File: config.mk
export PLATFORM = sky130hd
export DESIGN_NAME = seg_counter
export DESIGN_NICKNAME = d
export VERILOG_FILES = /design/src/rtl/seg_cnt_pkg.sv /design/src/rtl/seg_cnt_section.sv /design/src/rtl/seg_cnt_carry.sv /design/src/rtl/seg_counter.sv
export SDC_FILE = /design/constraint.sdc
export NUM_CORES = 1
export LEC_CHECK = 0
export ABC_CLOCK_PERIOD_IN_PS = 1350
export BUFFER_PORTS_ARGS = -buffer_cell sky130_fd_sc_hd__buf_4
export CORE_UTILIZATION = 45
export CTS_CLUSTER_DIAMETER = 50
export DETAILED_ROUTE_END_ITERATION = 10
export PLACE_DENSITY = 0.71
export SLEW_MARGIN = 5
export SYNTH_ARGS = -nofsm -noshare
export SYNTH_HDL_FRONTEND = slang
export SYNTH_SLANG_ARGS = --single-unit
File: constraint.sdc
create_clock -name clk -period 1.35 [get_ports clk]
set_input_delay 0.135 -clock clk [delete_from_list [all_inputs] [get_ports clk]]
set_output_delay 0.135 -clock clk [all_outputs]
set_load 0.1 [all_outputs]
File: src/rtl/seg_cnt_pkg.sv
package seg_cnt_pkg;

  localparam int unsigned MAX_SEG_W = 64;

  // True when the low w bits of v are all ones.
  function automatic logic seg_full(input logic [MAX_SEG_W-1:0] v, input int unsigned w);
    logic [MAX_SEG_W-1:0] mask;
    mask = (w >= MAX_SEG_W) ? '1 : ((64'd1 << w) - 64'd1);
    return (v & mask) == mask;
  endfunction

  // True when the low w bits of v equal all ones minus one.
  function automatic logic seg_pre_full(input logic [MAX_SEG_W-1:0] v, input int unsigned w);
    logic [MAX_SEG_W-1:0] mask;
    mask = (w >= MAX_SEG_W) ? '1 : ((64'd1 << w) - 64'd1);
    return (v & mask) == (mask - 64'd1);
  endfunction

endpackage

File: src/rtl/seg_cnt_section.sv
module seg_cnt_section #(
  parameter int unsigned SEG_W = 8
) (
  input  logic             clk,
  input  logic             rst,
  input  logic             en,
  input  logic             carry_in,
  output logic [SEG_W-1:0] val,
  output logic             at_full,
  output logic             at_pre_full
);
  import seg_cnt_pkg::*;

  logic step;

  assign step        = en && carry_in;
  assign at_full     = seg_full(seg_cnt_pkg::MAX_SEG_W'(val), SEG_W);
  assign at_pre_full = seg_pre_full(seg_cnt_pkg::MAX_SEG_W'(val), SEG_W);

  always_ff @(posedge clk) begin
    if (rst)       val <= '0;
    else if (step) val <= val + 1'b1;
  end

  p_step_r2: assert property (@(posedge clk) disable iff (rst)
    step |=> (val == SEG_W'($past(val) + 1'b1)));

  p_hold_r3: assert property (@(posedge clk) disable iff (rst)
    !en |=> $stable(val));

endmodule

File: src/rtl/seg_cnt_carry.sv
module seg_cnt_carry (
  input  logic clk,
  input  logic rst,
  input  logic en,
  input  logic chain_in,
  input  logic local_ok,
  output logic carry_d,
  output logic carry_q
);

  // Early set: the carry flop takes the value "all bits below are ones"
  // that will hold after this edge.
  assign carry_d = en ? (chain_in && local_ok) : carry_q;

  always_ff @(posedge clk) begin
    if (rst) carry_q <= 1'b0;
    else     carry_q <= carry_d;
  end

  p_carry_hold_r8: assert property (@(posedge clk) disable iff (rst)
    !en |=> $stable(carry_q));

endmodule

File: src/rtl/seg_counter.sv
module seg_counter #(
  parameter int unsigned SEG_W = 8,
  parameter int unsigned SEGS  = 4
) (
  input  logic                  clk,
  input  logic                  rst,
  input  logic                  cnt_en,
  output logic [SEG_W*SEGS-1:0] count_q,
  output logic                  term_cnt
);
  localparam int unsigned CNT_W = SEG_W * SEGS;

  logic [SEGS-1:0] sec_full;
  logic [SEGS-1:0] sec_pre_full;
  logic [SEGS:0]   carry_q;
  logic [SEGS:0]   carry_d;

  // Section 0 steps on every enabled cycle.
  assign carry_q[0] = 1'b1;
  assign carry_d[0] = 1'b1;

  for (genvar i = 0; i < SEGS; i++) begin : g_sec
    seg_cnt_section #(.SEG_W(SEG_W)) u_sec (
      .clk         (clk),
      .rst         (rst),
      .en          (cnt_en),
      .carry_in    (carry_q[i]),
      .val         (count_q[i*SEG_W +: SEG_W]),
      .at_full     (sec_full[i]),
      .at_pre_full (sec_pre_full[i])
    );
  end

  for (genvar i = 1; i <= SEGS; i++) begin : g_carry
    logic ok;
    if (i == 1) begin : g_first
      assign ok = sec_pre_full[0];
    end else begin : g_rest
      assign ok = sec_full[i-1];
    end
    seg_cnt_carry u_carry (
      .clk      (clk),
      .rst      (rst),
      .en       (cnt_en),
      .chain_in (carry_d[i-1]),
      .local_ok (ok),
      .carry_d  (carry_d[i]),
      .carry_q  (carry_q[i])
    );

    // Each registered carry must agree with the bits below it.
    p_carry_aligned_r4: assert property (@(posedge clk) disable iff (rst)
      carry_q[i] == (&count_q[i*SEG_W-1:0]));
  end

  assign term_cnt = carry_q[SEGS];

  p_reset_r1: assert property (@(posedge clk)
    rst |=> (count_q == '0) && !term_cnt);

  p_tc_r5: assert property (@(posedge clk) disable iff (rst)
    term_cnt == (&count_q));

  p_wrap_r6: assert property (@(posedge clk) disable iff (rst)
    (term_cnt && cnt_en) |=> (count_q == '0) && !term_cnt);

  p_hold_r3: assert property (@(posedge clk) disable iff (rst)
    !cnt_en |=> $stable(count_q) && $stable(term_cnt));

  p_step_r2: assert property (@(posedge clk) disable iff (rst)
    cnt_en |=> (count_q == CNT_W'($past(count_q) + 1'b1)));

endmodule

# ---- Yosys cells after proc, flatten, opt, wreduce, memory -nomap -nowiden
# Index checks and enable logic that the tools add are counted.
dict set report totals {
  out_inout_bits 33
  register_bits 36
  inputBits 3
  word_cells 25
}
dict set report classes {
  reduce_logical 6
  eq_ne 4
  n_mux 3
  n_addsub 4
}
# op n
set op_table {}
lappend op_table {{8-bit by 1-bit adder with 8-bit output, second input constant} 4}
lappend op_table {{8-bit == test, second input constant} 4}
lappend op_table {{1-bit logical AND} 6}
lappend op_table {{1-bit two-way mux} 3}

# ---- Depth between registers and ports, before layout
# Gate-level depths: netlist (run 1).
dict set report logic_depth {
  ltp_word 7
  mapped_depth 6
  mapped_depth_nobuf 6
}

# ---- By module
# From an unflattened synthesis (run 1), not the netlist that was laid out.
dict set report hier_totals {
  cells_unflattened 205
  hier_area_um2 1785.5
}
# mod n_inst area_per_inst_um2 cells_per_inst seq_area_each_um2
set modules_own_cells {}
lappend modules_own_cells {seg_cnt_section 4 389.1 46 160.2}
lappend modules_own_cells {seg_cnt_carry 4 56.3 5 20.0}
lappend modules_own_cells {seg_counter 1 3.8 1 0.0}

# ---- Worst setup path after synthesis (run 1)
# No wires, ideal clock.
dict set report synth_path {
  path_type {register to register}
  startpoint {register g_sec[2].u_sec.val[0]}
  endpoint {register g_carry[4].u_carry.carry_q}
  period_less_slack_ns 2.298
  t_required_ns 1.283
  path_stages_with_launch 6
  slack_ns -0.948
  t_arrival_ns 2.230
  path_buffers 0
  setup_ns 0.067
  path_cell_list {dfxtp_1 -> ha_1 -> nand2_1 -> or3_1 -> or3_1 -> o21ai_2}
}
dict set report synth_between {
  elab_chain_cells 4
}
# item line
set synth_rtl {}
lappend synth_rtl {{start: declaration} seg_cnt_section.sv:8} ;# output logic [SEG_W-1:0] val,
lappend synth_rtl {{start signal: assignment} seg_cnt_section.sv:22} ;# else if (step) val <= val + 1'b1;
lappend synth_rtl {{8-bit == test} seg_cnt_pkg.sv:9} ;# return (v & mask) == mask;
lappend synth_rtl {{1-bit logical AND} seg_cnt_carry.sv:13} ;# assign carry_d = en ? (chain_in && local_ok) : carry_q;
lappend synth_rtl {{1-bit two-way mux} seg_cnt_carry.sv:13}
lappend synth_rtl {{1-bit logical AND} seg_cnt_carry.sv:13}
lappend synth_rtl {{end signal: assignment} seg_cnt_carry.sv:17} ;# else carry_q <= carry_d;
lappend synth_rtl {{end: declaration} seg_cnt_carry.sv:8} ;# output logic carry_q
# No other way between the ends.
# A chain may end at the register's enable or synchronous reset.

# ---- Final worst setup path (run 1)
dict set report layout_path {
  startpoint {register g_sec[2].u_sec.val[1]}
  endpoint {register g_carry[4].u_carry.carry_q}
}
# Same word-level chain as after synthesis.

==> impl_metrics.json, run 1 <==
{
  "grt_overflow": 0,
  "chipHeight_um": 60.7,
  "core_area_sq_mm": 0.00315,
  "critPathMaxStageDelay_ns": 0.37,
  "cts_htree_levels": 2,
  "crit_arrival_ns": 1.65,
  "area_growth_pct": 43.7,
  "die-width_um": 60.7,
  "post-route-period-util": 1.02,
  "synth_area_sq_mm": 0.00155,
  "track_usage": 0.201,
  "cts_tree": "done",
  "grt.met1_usage": 0.241,
  "numPortBuffers": 35,
  "synth-warning-count": 0,
  "rsz0062_at_grt": "yes",
  "worstSetupStartpointType": "flop",
  "placed_cell_area_sq_mm": 0.00208,
  "relSlewSlack": 0.733,
  "rows": 20,
  "place.gp.congestion": 0.769,
  "switching_share": 0.263,
  "p_int_mw": 1.25,
  "clk_pin_slew_ns": 0.11,
  "wl_per_cell_um": 12.7,
  "gr-usage-met3": 0.0512,
  "cts_root_buffer": "clkbuf_4",
  "first_pass_iters": 4,
  "dp_hpwl_um": 2400,
  "path_depth": 5,
  "start_util": 0.492,
  "crit_chain": "ha_4 -> nand2_2 -> or3_4 -> or3_4 -> o21ai_2",
  "finClkSkew_ns": 0.00751,
  "p_leak_nw": 0.863,
  "syn_area_per_cell_sq_um": 8.57,
  "post_drt_via_cell_ratio": 5.09,
  "grt_first_pass_wirelength_um": 5410,
  "r2r_end": "g_carry[4].u_carry.carry_q$_SDFFE_PP0P_",
  "grt_pass1_vias": 1211,
  "drtAntennaViolNets": 0,
  "reg2reg_depth": 5,
  "drt-total-wl_um": 3530,
  "cpLargestDelayFamily": "simple AND/OR/NAND/NOR gates",
  "crit_required_ns": 1.62,
  "fin_crit_ns": 1.38,
  "yosysTopAreaCell": "dfxtp_1",
  "setup_viol": 1,
  "slew_violations": 0,
  "p_comb_frac": 0.072,
  "crit_buf_inv": 0,
  "pwr_density_cell_mw_per_mm2": 760,
  "place_ws_ns": -0.0365,
  "drtIter0Drc": 63,
  "crit_fanout": 2,
  "ir_worst_vdd_uv": 587,
  "worst_pin_slew_ns": 0.401,
  "synthCells": 181,
  "clk_path_buf_depth": 2,
  "drc": 0,
  "synth-seq-area-share": 0.465,
  "io_pins": 36,
  "seqPwrFrac": 0.604,
  "critPathLaunch": "g_sec[2].u_sec.val[1]$_SDFFE_PP0P_",
  "failed_checks": "negative setup slack",
  "setup_tns_ns": -0.0278,
  "synth-seq-cells": 36,
  "clkPwrFrac": 0.323,
  "hold_violations": 0,
  "ys_types": 25,
  "crit_type": "flop to flop",
  "gr-max-usage-layer": "met2",
  "grtUsageMet2": 0.349,
  "rrSetupSlack_ns": -0.03,
  "crit_slowest_cell": "dfxtp_4",
  "fp.dieArea_sq_mm": 0.00369,
  "power_mw": 1.70,
  "num_vias": 1416,
  "syn_nets": 189,
  "drive_gt1_frac": 0.457,
  "critPathCapture": "g_carry[4].u_carry.carry_q$_SDFFE_PP0P_",
  "min_path_type": "primary input to flop",
  "power.switching_uw": 445,
  "nets": 241,
  "cts_buffers": 5,
  "path_common_cell": "or3_4",
  "status": "finished, violations left",
  "synth.top_cell.area_share": 0.465,
  "grt_max_degree": 38,
  "antenna_found_initial": 0,
  "cts_num_sinks": 36,
  "rr_startpoint": "g_sec[2].u_sec.val[1]$_SDFFE_PP0P_",
  "clkLatencyLatePin_ns": 0.33,
  "hold_buffers": 0,
  "max_cap_violations": 0,
  "end_kind": "flop",
  "timing.final.ws_setup_ns": -0.0278,
  "n_antenna_cell": 0,
  "fin_area_sq_mm": 0.00223,
  "max_freq_mhz": 726,
  "synth_area_leaders": "dfxtp_1 (46%), xor2_1 (7.9%), nor2_1 (6.8%)"
}
-- worst min-delay path by stage --
stage,startpoint,to,slack [ns],cells past startpoint
floorplan,rst,g_sec[1].u_sec.val[1]$_SDFFE_PP0P_,0.45,2
finish,cnt_en,g_sec[0].u_sec.val[2]$_SDFFE_PP0P_,0.20,4
global route,rst,g_sec[2].u_sec.val[4]$_SDFFE_PP0P_,0.20,2
global placement,g_carry[4].u_carry.carry_q$_SDFFE_PP0P_,g_carry[4].u_carry.carry_q$_SDFFE_PP0P_,0.46,2
CTS,cnt_en,g_carry[4].u_carry.carry_q$_SDFFE_PP0P_,0.18,4
detailed placement,g_carry[4].u_carry.carry_q$_SDFFE_PP0P_,g_carry[4].u_carry.carry_q$_SDFFE_PP0P_,0.46,2
-- cell families after synthesis --
| family | after synthesis | synth area share |
|---|---|---|
| XOR/XNOR | 24 | 0.135 |
| adder cells (fa/ha/maj) | 5 | 0.0403 |
| buffers and inverters | 10 | 0.0258 |
| AO/OA/AOI/OAI | 16 | 0.0573 |
| flip-flops | 36 | 0.465 |
| AND/OR/NAND/NOR | 90 | 0.277 |
-- power by group through the flow --
stage / sequential, mW / clock (mW) / combinational, mW
2_1_floorplan: 1.10 / 0 / 0.0423
5_1_grt: 1.03 / 0.610 / 0.130
6_report: 1.02 / 0.548 / 0.122
3_3_place_gp: 1.05 / 0 / 0.120
4_1_cts: 1.02 / 0.566 / 0.122
3_5_place_dp: 1.05 / 0 / 0.122
-- layout make-up --
type                            instances  area [sq um]
Inverter                                3          11.3
Clock buffer                            7          45.0
Timing Repair Buffer                   52           390
Fill cell                             275           923
Multi-Input combinational cell        135           892
Clock inverter                          1          5.00
Tap cell                               44          55.1
Sequential cell                        36           831
-- registers in the layout (all words and copies together), names as in the netlist --
name,cells
g_carry.u_carry.carry_q,4
g_sec.u_sec.val,32
-- tightest hold or removal path, cell delays in order --
cell and delay [ns]:
buf_4 0.16, nand2_1 0.08, xor2_1 0.06, nor2_1 0.07
-- metal layers --
metal	up-vias	wire, um
met5	-	0
met4	0	36
met3	7	133
met2	32	1790
met1	657	1580
li1	720	-
-- stage by stage --
step           hold slack [ns]  cells  utilization
6_report                 0.202    278        0.707
5_1_grt                  0.202    278        0.707
4_1_cts                  0.182    271        0.679
3_5_place_dp             0.464    262        0.658
3_3_place_gp             0.461    262        0.658
2_1_floorplan            0.446    181            -
-- synth_stat cells, drive strengths merged --
library cell and count:
or3 7, a21oi 9, ha 5, and2 3, dfxtp 36, and4 2, nand3 8, nor2 28
nand4 12, a211oi 1, clkbuf 2, and3 1, buf 5, or2 1, nor3 6, xnor2 10
nand2 21, xor2 14, inv 3, o21ai 5, o31ai 1, nor4 1
-- layout by cell type (no fill, tap or decap), types with 3 or more instances in the layout --
cell type / netlist / layout
a21oi_1: 9 / 6
a21oi_2: 0 / 3
and2_1: 3 / 3
buf_4: 0 / 52
clkbuf_4: 0 / 5
dfxtp_1: 36 / 4
dfxtp_2: 0 / 4
dfxtp_4: 0 / 28
ha_4: 0 / 4
nand2_1: 21 / 20
nand3_1: 8 / 7
nand4_1: 12 / 12
nor2_1: 28 / 28
nor3_1: 6 / 6
o21ai_0: 4 / 4
or3_1: 6 / 3
or3_4: 0 / 3
xnor2_1: 10 / 10
xor2_1: 14 / 14
-- repair_timing --
action                     in CTS  in global routing
resized for setup               2                  7
setup endpoints to repair       2                  6
pin swaps                       0                  7
setup buffers                   1                  7
No activity file was read; power rests on OpenSTA's default activity.
==> inputs of run 2 (changes only) <==
ABC_CLOCK_PERIOD_IN_PS = 1700   (was 1350)
PLACE_DENSITY = 0.69   (was 0.71)
clock period = 1.7 ns   (was 1.35 ns; I/O delays follow)
==> impl_metrics.json, run 2 (synthesized netlist as in run 1, its figures left out) <==
{
  "cts_tree": "done",
  "cpLargestDelayFamily": "simple AND/OR/NAND/NOR gates",
  "place.gp.congestion": 0.791,
  "slew_violations": 0,
  "final_cell_mix": "buf_4 (35), nor2_1 (28), dfxtp_2 (27)",
  "worst_pin_slew_ns": 0.363,
  "crit_slowest_cell": "or3_1",
  "grt_overflow": 0,
  "crit_type": "flop to flop",
  "max_cap_violations": 0,
  "pwr_density_cell_mw_per_mm2": 735,
  "die-width_um": 60.7,
  "cts_root_buffer": "clkbuf_4",
  "num_vias": 1320,
  "n_antenna_cell": 0,
  "grtUsageMet2": 0.292,
  "rows": 20,
  "crit_required_ns": 1.99,
  "start_util": 0.492,
  "clkLatencyLatePin_ns": 0.34,
  "drc": 0,
  "end_kind": "flop",
  "grt.met1_usage": 0.217,
  "numPortBuffers": 35,
  "placed_cell_area_sq_mm": 0.00187,
  "clk_pin_slew_ns": 0.11,
  "crit_fanout": 4,
  "hold_path_depth": 2,
  "drtAntennaViolNets": 0,
  "crit_arrival_ns": 1.86,
  "hold_path_end": "g_sec[0].u_sec.val[1]$_SDFFE_PP0P_",
  "cts_buffers": 5,
  "grt_first_pass_wirelength_um": 4850,
  "cts_num_sinks": 36,
  "fin_crit_ns": 1.56,
  "power_mw": 1.42,
  "hold_violations": 0,
  "rsz0062_at_grt": "no",
  "r2r_end": "g_carry[4].u_carry.carry_q$_SDFFE_PP0P_",
  "track_usage": 0.180,
  "ir_worst_vdd_uv": 438,
  "status": "finished clean",
  "chipHeight_um": 60.7,
  "drive_gt1_frac": 0.336,
  "critPathMaxStageDelay_ns": 0.39,
  "gr-max-usage-layer": "met2",
  "first_pass_iters": 4,
  "wl_per_cell_um": 11.7,
  "regArea_sq_um": 754,
  "post_drt_via_cell_ratio": 5.06,
  "crit_chain": "ha_1 -> nand2_1 -> or3_1 -> or3_1 -> o21ai_2",
  "drtIter0Drc": 44,
  "finClkSkew_ns": 0.0123,
  "final_core_util": 0.614,
  "antenna_found_initial": 0,
  "cts_htree_levels": 2,
  "worstSetupStartpointType": "flop",
  "cts_resized": 0,
  "post-route-period-util": 0.920,
  "fin_area_sq_mm": 0.00194,
  "largest_register_ff_count": 32,
  "core_area_sq_mm": 0.00315,
  "nets": 224,
  "max_freq_mhz": 639,
  "rrSetupSlack_ns": 0.14,
  "dp_hpwl_um": 2150,
  "grt_max_degree": 38,
  "rr_startpoint": "g_sec[2].u_sec.val[0]$_SDFFE_PP0P_",
  "p_leak_nw": 0.757,
  "hold_buffers": 0,
  "hold_path_startpoint": "cnt_en",
  "reg2reg_depth": 5,
  "fillers": 304,
  "grt_pass1_vias": 1148,
  "io_pins": 36,
  "fp.dieArea_sq_mm": 0.00369,
  "largest-register": "g_sec.u_sec.val",
  "relSlewSlack": 0.758,
  "drt-total-wl_um": 3050,
  "multi_input_area_sq_um": 791,
  "gr-usage-met3": 0.0640,
  "cts_setup_buffers": 0,
  "finalHoldWorstSlack_ns": 0.160,
  "crit_buf_inv": 0,
  "clk_path_buf_depth": 2,
  "largestRegisters": "g_sec.u_sec.val x32, g_carry.u_carry.carry_q x4",
  "setup_viol": 0,
  "path_common_cell": "or3_1",
  "min_path_type": "primary input to flop",
  "mostFrequentLayoutCell": "buf_4",
  "area_growth_pct": 24.8
}
==> run 2: cell count changes in the layout (fill, tap and decap cells not counted), sizes merged <==
cell    before  now
clkbuf       7    6
buf         52   35
clkinv       1    2
==> run 2: how the worst max path moves through the flow <==
| stage | startpoint | endpoint | slack, ns | cells after the start |
|---|---|---|---|---|
| 2_1_floorplan | g_sec[2].u_sec.val[0]$_SDFFE_PP0P_ | g_carry[4].u_carry.carry_q$_SDFFE_PP0P_ | -0.22 | 5 |
| 3_3_place_gp | g_sec[2].u_sec.val[0]$_SDFFE_PP0P_ | g_carry[4].u_carry.carry_q$_SDFFE_PP0P_ | 0.20 | 5 |
| 3_5_place_dp | g_sec[2].u_sec.val[0]$_SDFFE_PP0P_ | g_carry[4].u_carry.carry_q$_SDFFE_PP0P_ | 0.15 | 5 |
| 4_1_cts | g_sec[2].u_sec.val[0]$_SDFFE_PP0P_ | g_carry[4].u_carry.carry_q$_SDFFE_PP0P_ | 0.13 | 5 |
| 5_1_grt | g_sec[2].u_sec.val[0]$_SDFFE_PP0P_ | g_carry[4].u_carry.carry_q$_SDFFE_PP0P_ | 0.07 | 5 |
| 6_report | g_sec[2].u_sec.val[0]$_SDFFE_PP0P_ | g_carry[4].u_carry.carry_q$_SDFFE_PP0P_ | 0.14 | 5 |
==> run 2: routing by layer <==
| layer | vias up | share of wire |
|---|---|---|
| met4 | 0 | 0.017 |
| met2 | 31 | 0.47 |
| met1 | 601 | 0.46 |
| met3 | 6 | 0.050 |
| li1 | 682 | - |
| met5 | - | 0 |
==> run 2: area by class of cell <==
cell class / count / area share
timing repair buffer: 35 / 0.136
multi-input combinational: 135 / 0.409
inverter: 3 / 0.00582
clock inverter: 2 / 0.00517
tap: 44 / 0.0284
clock buffer: 6 / 0.0265
sequential: 36 / 0.390
==> run 2: through the flow <==
stage / TNS (ns) / setup slack, ns / std cells
floorplan: -0.221 / -0.221 / 181
global placement: 0 / 0.202 / 253
detailed placement: 0 / 0.153 / 253
CTS: 0 / 0.130 / 261
global route: 0 / 0.0682 / 261
finish: 0 / 0.135 / 261
==> run 2: report_power, final <==
group | leakage, nW | switching [mW] | total [mW] | internal [mW]
Combinational | 0.416 | 0.0665 | 0.0844 | 0.0179
Clock | 0.0380 | 0.284 | 0.481 | 0.197
Sequential | 0.304 | 0.00760 | 0.856 | 0.849
Total | 0.757 | 0.359 | 1.42 | 1.06
